`src/rtl/ivt_pkg.sv`:
```
package ivt_pkg;
  localparam int DATA_W = 16;
  localparam int CODE_W = 4;
  localparam int IE_BIT = 8;
  localparam int EN_BIT = 5;
  localparam int OS_BIT = 4;
  localparam int OFS_CTRL = 'h0;
  localparam int OFS_STAT = 'h4;
  localparam int OFS_LOAD = 'h8;
  localparam int OFS_CNT  = 'hC;

  typedef enum logic [2:0] {
    SEL_NONE, SEL_CTRL, SEL_STAT, SEL_LOAD, SEL_CNT
  } reg_sel_e;

  typedef struct packed {
    logic              ie;
    logic              en;
    logic              os;
    logic [CODE_W-1:0] code;
  } ctrl_t;
endpackage

```
`src/rtl/ivt_rst_sync.sv`:
```
module ivt_rst_sync (
  input  logic clk,
  input  logic rst_n,
  output logic rst_n_sync
);
  logic [1:0] stage_q;

  always_ff @(posedge clk or negedge rst_n) begin
    if (!rst_n) stage_q <= 2'b00;
    else        stage_q <= {stage_q[0], 1'b1};
  end

  assign rst_n_sync = stage_q[1];
endmodule

```
`src/rtl/ivt_decode.sv`:
```
module ivt_decode
  import ivt_pkg::*;
#(
  parameter int NCH       = 2,
  parameter int ADDR_W    = 10,
  parameter int STRIDE_LG = 7
) (
  input  logic [ADDR_W-1:0] addr,
  output logic [NCH-1:0]    ch_hit,
  output reg_sel_e          sel
);
  localparam int BANK_W = ADDR_W - STRIDE_LG;

  logic [BANK_W-1:0]    bank;
  logic [STRIDE_LG-1:0] offs;

  assign bank = addr[ADDR_W-1:STRIDE_LG];
  assign offs = addr[STRIDE_LG-1:0];

  for (genvar g = 0; g < NCH; g++) begin : g_hit
    assign ch_hit[g] = (bank == BANK_W'(g + 1));
  end

  always_comb begin
    sel = SEL_NONE;
    if (ch_hit != '0) begin
      if      (offs == STRIDE_LG'(OFS_CTRL)) sel = SEL_CTRL;
      else if (offs == STRIDE_LG'(OFS_STAT)) sel = SEL_STAT;
      else if (offs == STRIDE_LG'(OFS_LOAD)) sel = SEL_LOAD;
      else if (offs == STRIDE_LG'(OFS_CNT))  sel = SEL_CNT;
    end
  end
endmodule

```
`src/rtl/ivt_prescaler.sv`:
```
module ivt_prescaler #(
  parameter int CODE_W  = 4,
  parameter int PSC_MAX = 8
) (
  input  logic              clk,
  input  logic              rst_n,
  input  logic              run,
  input  logic              restart,
  input  logic [CODE_W-1:0] code,
  output logic              tick
);
  localparam int PSC_W = PSC_MAX;

  logic [PSC_W-1:0]  div_q, div_d, mask;
  logic [CODE_W-1:0] eff;
  logic              div_ce;

  always_comb begin
    eff = (code > CODE_W'(PSC_MAX)) ? CODE_W'(PSC_MAX) : code;
    mask = '0;
    for (int b = 0; b < PSC_W; b++) mask[b] = (b < int'(eff));
  end

  assign tick   = run & (&(div_q | ~mask));
  assign div_ce = restart | run;

  always_comb begin
    if (restart) div_d = '0;
    else         div_d = div_q + PSC_W'(1);
  end

  always_ff @(posedge clk or negedge rst_n) begin
    if (!rst_n)      div_q <= '0;
    else if (div_ce) div_q <= div_d;
  end
endmodule

```
`src/rtl/ivt_channel.sv`:
```
module ivt_channel
  import ivt_pkg::*;
#(
  parameter int CNT_W   = 16,
  parameter int PSC_MAX = 8
) (
  input  logic             clk,
  input  logic             rst_n,
  input  logic             ctrl_we,
  input  ctrl_t            ctrl_wdat,
  input  logic             stat_we,
  input  logic             clr_bit,
  input  logic             load_we,
  input  logic [CNT_W-1:0] load_wdat,
  output ctrl_t            ctrl_q,
  output logic             pend_q,
  output logic [CNT_W-1:0] cnt_q,
  output logic [CNT_W-1:0] load_q
);
  ctrl_t            ctrl_d;
  logic             pend_d;
  logic [CNT_W-1:0] cnt_d;
  logic             tick, term, restart;
  logic             ctrl_ce, cnt_ce;

  assign restart = ctrl_we & ctrl_wdat.en & ~ctrl_q.en;

  ivt_prescaler #(.CODE_W(CODE_W), .PSC_MAX(PSC_MAX)) u_psc (
    .clk     (clk),
    .rst_n   (rst_n),
    .run     (ctrl_q.en),
    .restart (restart),
    .code    (ctrl_q.code),
    .tick    (tick)
  );

  assign term = tick & (cnt_q == load_q);

  always_comb begin
    ctrl_d = ctrl_q;
    if (ctrl_we)             ctrl_d = ctrl_wdat;
    else if (term && ctrl_q.os) ctrl_d.en = 1'b0;
  end
  assign ctrl_ce = ctrl_we | (term & ctrl_q.os);

  always_comb begin
    if (restart)     cnt_d = '0;
    else if (term)   cnt_d = ctrl_q.os ? cnt_q : '0;
    else             cnt_d = cnt_q + CNT_W'(1);
  end
  assign cnt_ce = restart | tick;

  assign pend_d = term | (pend_q & ~(stat_we & clr_bit));

  always_ff @(posedge clk or negedge rst_n) begin
    if (!rst_n) begin
      ctrl_q <= '0;
      pend_q <= 1'b0;
      cnt_q  <= '0;
      load_q <= '0;
    end else begin
      if (ctrl_ce) ctrl_q <= ctrl_d;
      pend_q <= pend_d;
      if (cnt_ce)  cnt_q  <= cnt_d;
      if (load_we) load_q <= load_wdat;
    end
  end
endmodule

```
`src/rtl/dual_interval_timer.sv`:
```
module dual_interval_timer
  import ivt_pkg::*;
#(
  parameter int NCH       = 2,
  parameter int ADDR_W    = 10,
  parameter int STRIDE_LG = 7,
  parameter int PSC_MAX   = 8
) (
  input  logic              clk,
  input  logic              rst_n,
  input  logic [ADDR_W-1:0] addr,
  input  logic              wr_en,
  input  logic [15:0]       wr_data,
  output logic [15:0]       rd_data,
  output logic [NCH-1:0]    irq
);
  localparam int CNT_W = DATA_W;

  logic                       rst_n_i;
  logic [NCH-1:0]             ch_hit;
  reg_sel_e                   sel;
  ctrl_t                      ctrl_wdat;
  logic [NCH-1:0]             en_v, ie_v, pend_v;
  logic [NCH-1:0][CNT_W-1:0]  cnt_v;
  logic [NCH-1:0][DATA_W-1:0] rd_word;

  ivt_rst_sync u_rst (.clk(clk), .rst_n(rst_n), .rst_n_sync(rst_n_i));

  ivt_decode #(.NCH(NCH), .ADDR_W(ADDR_W), .STRIDE_LG(STRIDE_LG)) u_dec (
    .addr(addr), .ch_hit(ch_hit), .sel(sel)
  );

  assign ctrl_wdat.ie   = wr_data[IE_BIT];
  assign ctrl_wdat.en   = wr_data[EN_BIT];
  assign ctrl_wdat.os   = wr_data[OS_BIT];
  assign ctrl_wdat.code = wr_data[CODE_W-1:0];

  for (genvar g = 0; g < NCH; g++) begin : g_ch
    ctrl_t            ctrl_q;
    logic [CNT_W-1:0] load_q;
    logic             wr_hit;

    assign wr_hit = wr_en & ch_hit[g];

    ivt_channel #(.CNT_W(CNT_W), .PSC_MAX(PSC_MAX)) u_ch (
      .clk       (clk),
      .rst_n     (rst_n_i),
      .ctrl_we   (wr_hit & (sel == SEL_CTRL)),
      .ctrl_wdat (ctrl_wdat),
      .stat_we   (wr_hit & (sel == SEL_STAT)),
      .clr_bit   (wr_data[0]),
      .load_we   (wr_hit & (sel == SEL_LOAD)),
      .load_wdat (wr_data),
      .ctrl_q    (ctrl_q),
      .pend_q    (pend_v[g]),
      .cnt_q     (cnt_v[g]),
      .load_q    (load_q)
    );

    assign en_v[g] = ctrl_q.en;
    assign ie_v[g] = ctrl_q.ie;
    assign irq[g]  = pend_v[g] & ctrl_q.ie;

    always_comb begin
      rd_word[g] = '0;
      case (sel)
        SEL_CTRL: begin
          rd_word[g][IE_BIT]       = ctrl_q.ie;
          rd_word[g][EN_BIT]       = ctrl_q.en;
          rd_word[g][OS_BIT]       = ctrl_q.os;
          rd_word[g][CODE_W-1:0]   = ctrl_q.code;
        end
        SEL_STAT: rd_word[g][0] = pend_v[g];
        SEL_LOAD: rd_word[g]    = load_q;
        SEL_CNT:  rd_word[g]    = cnt_v[g];
        default:  rd_word[g]    = '0;
      endcase
    end
  end

  always_comb begin
    rd_data = '0;
    for (int i = 0; i < NCH; i++) begin
      if (ch_hit[i]) rd_data = rd_data | rd_word[i];
    end
  end
endmodule

```
`config.mk`:
```
export PLATFORM = sky130hd
export DESIGN_NAME = dual_interval_timer
export DESIGN_NICKNAME = d
export VERILOG_FILES = /design/src/rtl/ivt_pkg.sv /design/src/rtl/ivt_rst_sync.sv /design/src/rtl/ivt_decode.sv /design/src/rtl/ivt_prescaler.sv /design/src/rtl/ivt_channel.sv /design/src/rtl/dual_interval_timer.sv
export SDC_FILE = /design/constraint.sdc
export NUM_CORES = 1
export LEC_CHECK = 0
export ABC_AREA = 1
export BUFFER_PORTS_ARGS = -buffer_cell sky130_fd_sc_hd__buf_2
export CORE_ASPECT_RATIO = 0.5
export CORE_MARGIN = 3
export CORE_UTILIZATION = 55
export DETAILED_ROUTE_END_ITERATION = 8
export PLACE_DENSITY_LB_ADDON = 0.05
export SLEW_MARGIN = 20
export SYNTH_ARGS = -nofsm -noshare
export SYNTH_HDL_FRONTEND = slang
export SYNTH_SLANG_ARGS = --single-unit
```
`constraint.sdc`:
```
create_clock -name clk -period 3.1 [get_ports clk]
set_clock_uncertainty 0.2 [all_clocks]
set_input_delay 0.31 -clock clk [delete_from_list [all_inputs] [get_ports clk]]
set_output_delay 0.31 -clock clk [all_outputs]
set_load 0.005 [all_outputs]
```
==> reports/qor.log <==
[floorplanning] overall die height 80.0 um
[cts] CTS Buf Count 9
[power_and_ir_drop] combinational share of power 17.6%
[cts] Post CTS Setup Buffer Count 0
[timing] Setup TNS 0 ps
[synthesis] Primary FF master, synth sky130_fd_sc_hd__dfrtp_1
[placement] Area after DPL 6360 um2
[synthesis] warning count from the yosys run 0
[synthesis] post-synthesis instance total 845
[critical_path] crit path max fanout 14
[route] via density per instance 5.29
[power_and_ir_drop] switching power as a share of total power 30.0%
[route] DRC Markers 0
[power_and_ir_drop] internal power consumption 2120 uW
[synthesis] number of distinct library cells after synthesis 46
[cts] Clk Latency, worst-skew pair 330 ps
[synthesis] part of the Yosys area used for sequential elements 40.7%
[critical_path] CP required 2590 ps
[synthesis] number of nets in the synthesized netlist 878
[critical_path] startpoint type of the worst setup path primary input
[cts] post-cts hold buffer count 1
[layout] fraction of layout instances using a drive strength above 1 12.5%
[floorplanning] number of placement rows 26
[power_and_ir_drop] Reg power frac 47.9%
[critical_path] Arr. time, crit path 2120 ps
[placement] final weighted congestion of routability-driven global placement 0.864
[cts] CTS root buffer sky130_fd_sc_hd__clkbuf_16
[timing] final number of hold-violating endpoints 0
[synthesis] cell area after synthesis 6030 um2
[layout] number of non-filler instances in the completed layout 1028
[critical_path] critical path capture point type primary output
[floorplanning] number of I/O pins 47
[grt] grt ovf 0
[placement] Post-Place Cells 1012
[floorplanning] width of the chip 154 um
[hold_path] worst hold-check path type in2reg
[synthesis] flip-flop and latch count after synthesis 98
[layout] layout net count 917
[grt] initial antenna violation count 0
[status] run status finished, final reports clean
[cts] PostCTS Resize Cnt 0
[timing] WHS 38.4 ps
[layout] leading cell type in the layout, fill and taps excluded sky130_fd_sc_hd__nand2_1
[placement] DP HPWL 10.9 mm
[timing] number of endpoints failing setup at the final stage 0
[power_and_ir_drop] Net Sw Power 908 uW
[timing] setup repair after global routing missed its margin no
[grt] pin count of the biggest net entering global routing 53
[layout] post-synthesis to final-layout area growth 10.1%
[floorplanning] die area 12300 um2
[critical_path] critical path start-end classification in2out
[placement] count of input and output buffers 46
[cts] clock slew at the register clock pins of the worst setup and hold paths 60 ps
[route] average detailed-routed wire length per instance 14.2 um
[timing] Least-Margin Pin Slew 705 ps
[timing] crit share post-route 84.8%
[layout] total of fill cells in the finished design 965
[route] count of antenna-violating nets left after detailed routing 0
[layout] post-route core utilization 63.6%
[power_and_ir_drop] worst ir drop on vdd 0.000234 V
[route] final routed wirelength across all metal layers 14.6 mm
[layout] highest-count cells in the layout ignoring fill and taps 273 x sky130_fd_sc_hd__nand2_1, 102 x sky130_fd_sc_hd__inv_1, 97 x sky130_fd_sc_hd__dfrtp_1, 70 x sky130_fd_sc_hd__o21ai_0, 55 x sky130_fd_sc_hd__nor2_1
[route] first-pass detailed-route iteration total 4
[cts] number of buffers between clock root and the deepest sink 2
[job] number of maximum-capacitance violations 0
[power_and_ir_drop] power density over the cells 456 nW/um2
[floorplanning] starting density of the core 57.7%
[floorplanning] core outline area 10400 um2
[synthesis] average footprint of a synthesized cell 7.14 um2
[route] vias after detailed routing 5436
[synthesis] share of synthesized flip-flops with an asynchronous set or reset 100%
[layout] final instance area 6640 um2
[timing] max frequency 0.380 GHz
[grt] gr usage total 25.4%
[timing] fin crit period 2630 ps
[power_and_ir_drop] standby leakage power 0.00347 uW
[grt] first-pass GRT wire length 25.2 mm
[synthesis] number of enable-type register cells in the synthesized netlist 0
[cts] CTS tree built
[grt] via count of the first global-routing pass 5128
[cts] number of clock sinks 98
[timing] Slew Viols, Final 0
[cts] # H-tree levels 3
[route] number of DRC markers in iteration 0 412
[layout] antenna diode count 0
[power_and_ir_drop] clock network fraction of total power 34.5%
[timing] Slew HR 53.0%
## worst paths after layout
check                                            from                      end  slack (ps)  cells past startpoint
worst max register to register  g_ch[0].u_ch.cnt_q[0]   g_ch[0].u_ch.cnt_q[14]         930                      9
max in group asynchronous            u_rst.stage_q[1]  g_ch[1].u_ch.load_q[15]        1840                      1
worst min-delay path                      wr_data[12]  g_ch[0].u_ch.load_q[12]          40                      3
worst max-delay path                          addr[1]               rd_data[8]         470                     10
worst min register to register       u_rst.stage_q[0]         u_rst.stage_q[1]         160                      0
min in group asynchronous                       rst_n         u_rst.stage_q[1]          80                      2
## sequential cells by signal, summed over array words and instances, names as in the netlist
| register | cells |
|---|---|
| g_ch.u_ch.u_psc.div_q | 16 |
| g_ch.u_ch.ctrl_q | 14 |
| g_ch.u_ch.load_q | 32 |
| u_rst.stage_q | 2 |
| g_ch.u_ch.pend_q | 2 |
| g_ch.u_ch.cnt_q | 32 |
## kinds of logic after synthesis
group                    share of synthesized area [%]
AND/OR/NAND/NOR                                   32.1
AO/OA/AOI/OAI                                     12.9
buffers and inverters                             9.42
flip-flops                                        40.7
XOR/XNOR                                          3.78
adder cells (fa/ha/maj)                          0.830
other                                           0.0622
multiplexers                                     0.166
## cell type report
cell class                 instances  area, um2  share of cell area (%)
clock buffer                      12        256                    3.86
clock inverter                     3       15.0                   0.226
inverter                         112        423                    6.37
multi-input combinational        609       3010                    45.3
sequential                        98       2460                    37.0
tap                              140        175                    2.64
timing repair buffer              54        305                    4.60
## cells in the mapped netlist (2+ instances only)
master | count | area [um2]
sky130_fd_sc_hd__xnor2_1 | 21 | 184
sky130_fd_sc_hd__nor2_2 | 2 | 12.5
sky130_fd_sc_hd__nand2_1 | 273 | 1020
sky130_fd_sc_hd__buf_6 | 2 | 22.5
sky130_fd_sc_hd__inv_1 | 102 | 383
sky130_fd_sc_hd__nand3_1 | 53 | 265
sky130_fd_sc_hd__buf_4 | 2 | 15.0
sky130_fd_sc_hd__a31oi_1 | 2 | 12.5
sky130_fd_sc_hd__o21ai_1 | 25 | 125
sky130_fd_sc_hd__o21ai_0 | 70 | 350
sky130_fd_sc_hd__nand2_2 | 12 | 75.1
sky130_fd_sc_hd__nor2_4 | 4 | 45.0
sky130_fd_sc_hd__nand2_4 | 2 | 22.5
sky130_fd_sc_hd__a22oi_1 | 13 | 97.6
sky130_fd_sc_hd__nor2_1 | 55 | 206
sky130_fd_sc_hd__xor2_1 | 5 | 43.8
sky130_fd_sc_hd__nor2_8 | 2 | 40.0
sky130_fd_sc_hd__dfrtp_1 | 98 | 2450
sky130_fd_sc_hd__ha_1 | 4 | 50.1
sky130_fd_sc_hd__a21oi_1 | 10 | 50.1
sky130_fd_sc_hd__o211ai_1 | 6 | 45.0
sky130_fd_sc_hd__nand3b_1 | 5 | 37.5
sky130_fd_sc_hd__nor3_1 | 10 | 50.1
sky130_fd_sc_hd__nand4_1 | 8 | 50.1
sky130_fd_sc_hd__or2_2 | 4 | 25.0
sky130_fd_sc_hd__inv_2 | 9 | 33.8
sky130_fd_sc_hd__clkbuf_1 | 2 | 7.51
sky130_fd_sc_hd__o22ai_1 | 7 | 43.8
sky130_fd_sc_hd__buf_2 | 20 | 100
## power groups by stage
stage | logic, uW | registers, uW | clock network (uW)
CTS | 535 | 1450 | 1060
finish | 533 | 1450 | 1050
detailed placement | 530 | 1470 | 0
floorplan | 428 | 1440 | 0
global route | 631 | 1470 | 1120
global placement | 521 | 1470 | 0
## worst max-delay path, stage by stage
cell and delay [ps]:
sky130_fd_sc_hd__buf_2 100, sky130_fd_sc_hd__or2_4 240, sky130_fd_sc_hd__nor2_4 120, sky130_fd_sc_hd__nand2_4 90, sky130_fd_sc_hd__nor2_1 130, sky130_fd_sc_hd__inv_1 230
sky130_fd_sc_hd__a31oi_1 510, sky130_fd_sc_hd__nand2_1 110, sky130_fd_sc_hd__nand2_1 140, sky130_fd_sc_hd__buf_2 130
## metrics by stage
stage | setup slack (ps) | power [uW]
CTS | 478 | 3050
detailed placement | 522 | 2000
global route | 283 | 3220
finish | 471 | 3030
global placement | 537 | 1990
floorplan | 1130 | 1870
## metal layers
| metal | vias up | global-route usage [%] | share of wire (%) |
|---|---|---|---|
| met5 | - | 0 | 0 |
| li1 | 2776 | - | - |
| met4 | 0 | 3.70 | 0.40 |
| met1 | 2518 | 38.6 | 52 |
| met3 | 6 | 4.49 | 5.5 |
| met2 | 136 | 38.7 | 42 |
Power figures use the tool's default switching activity.
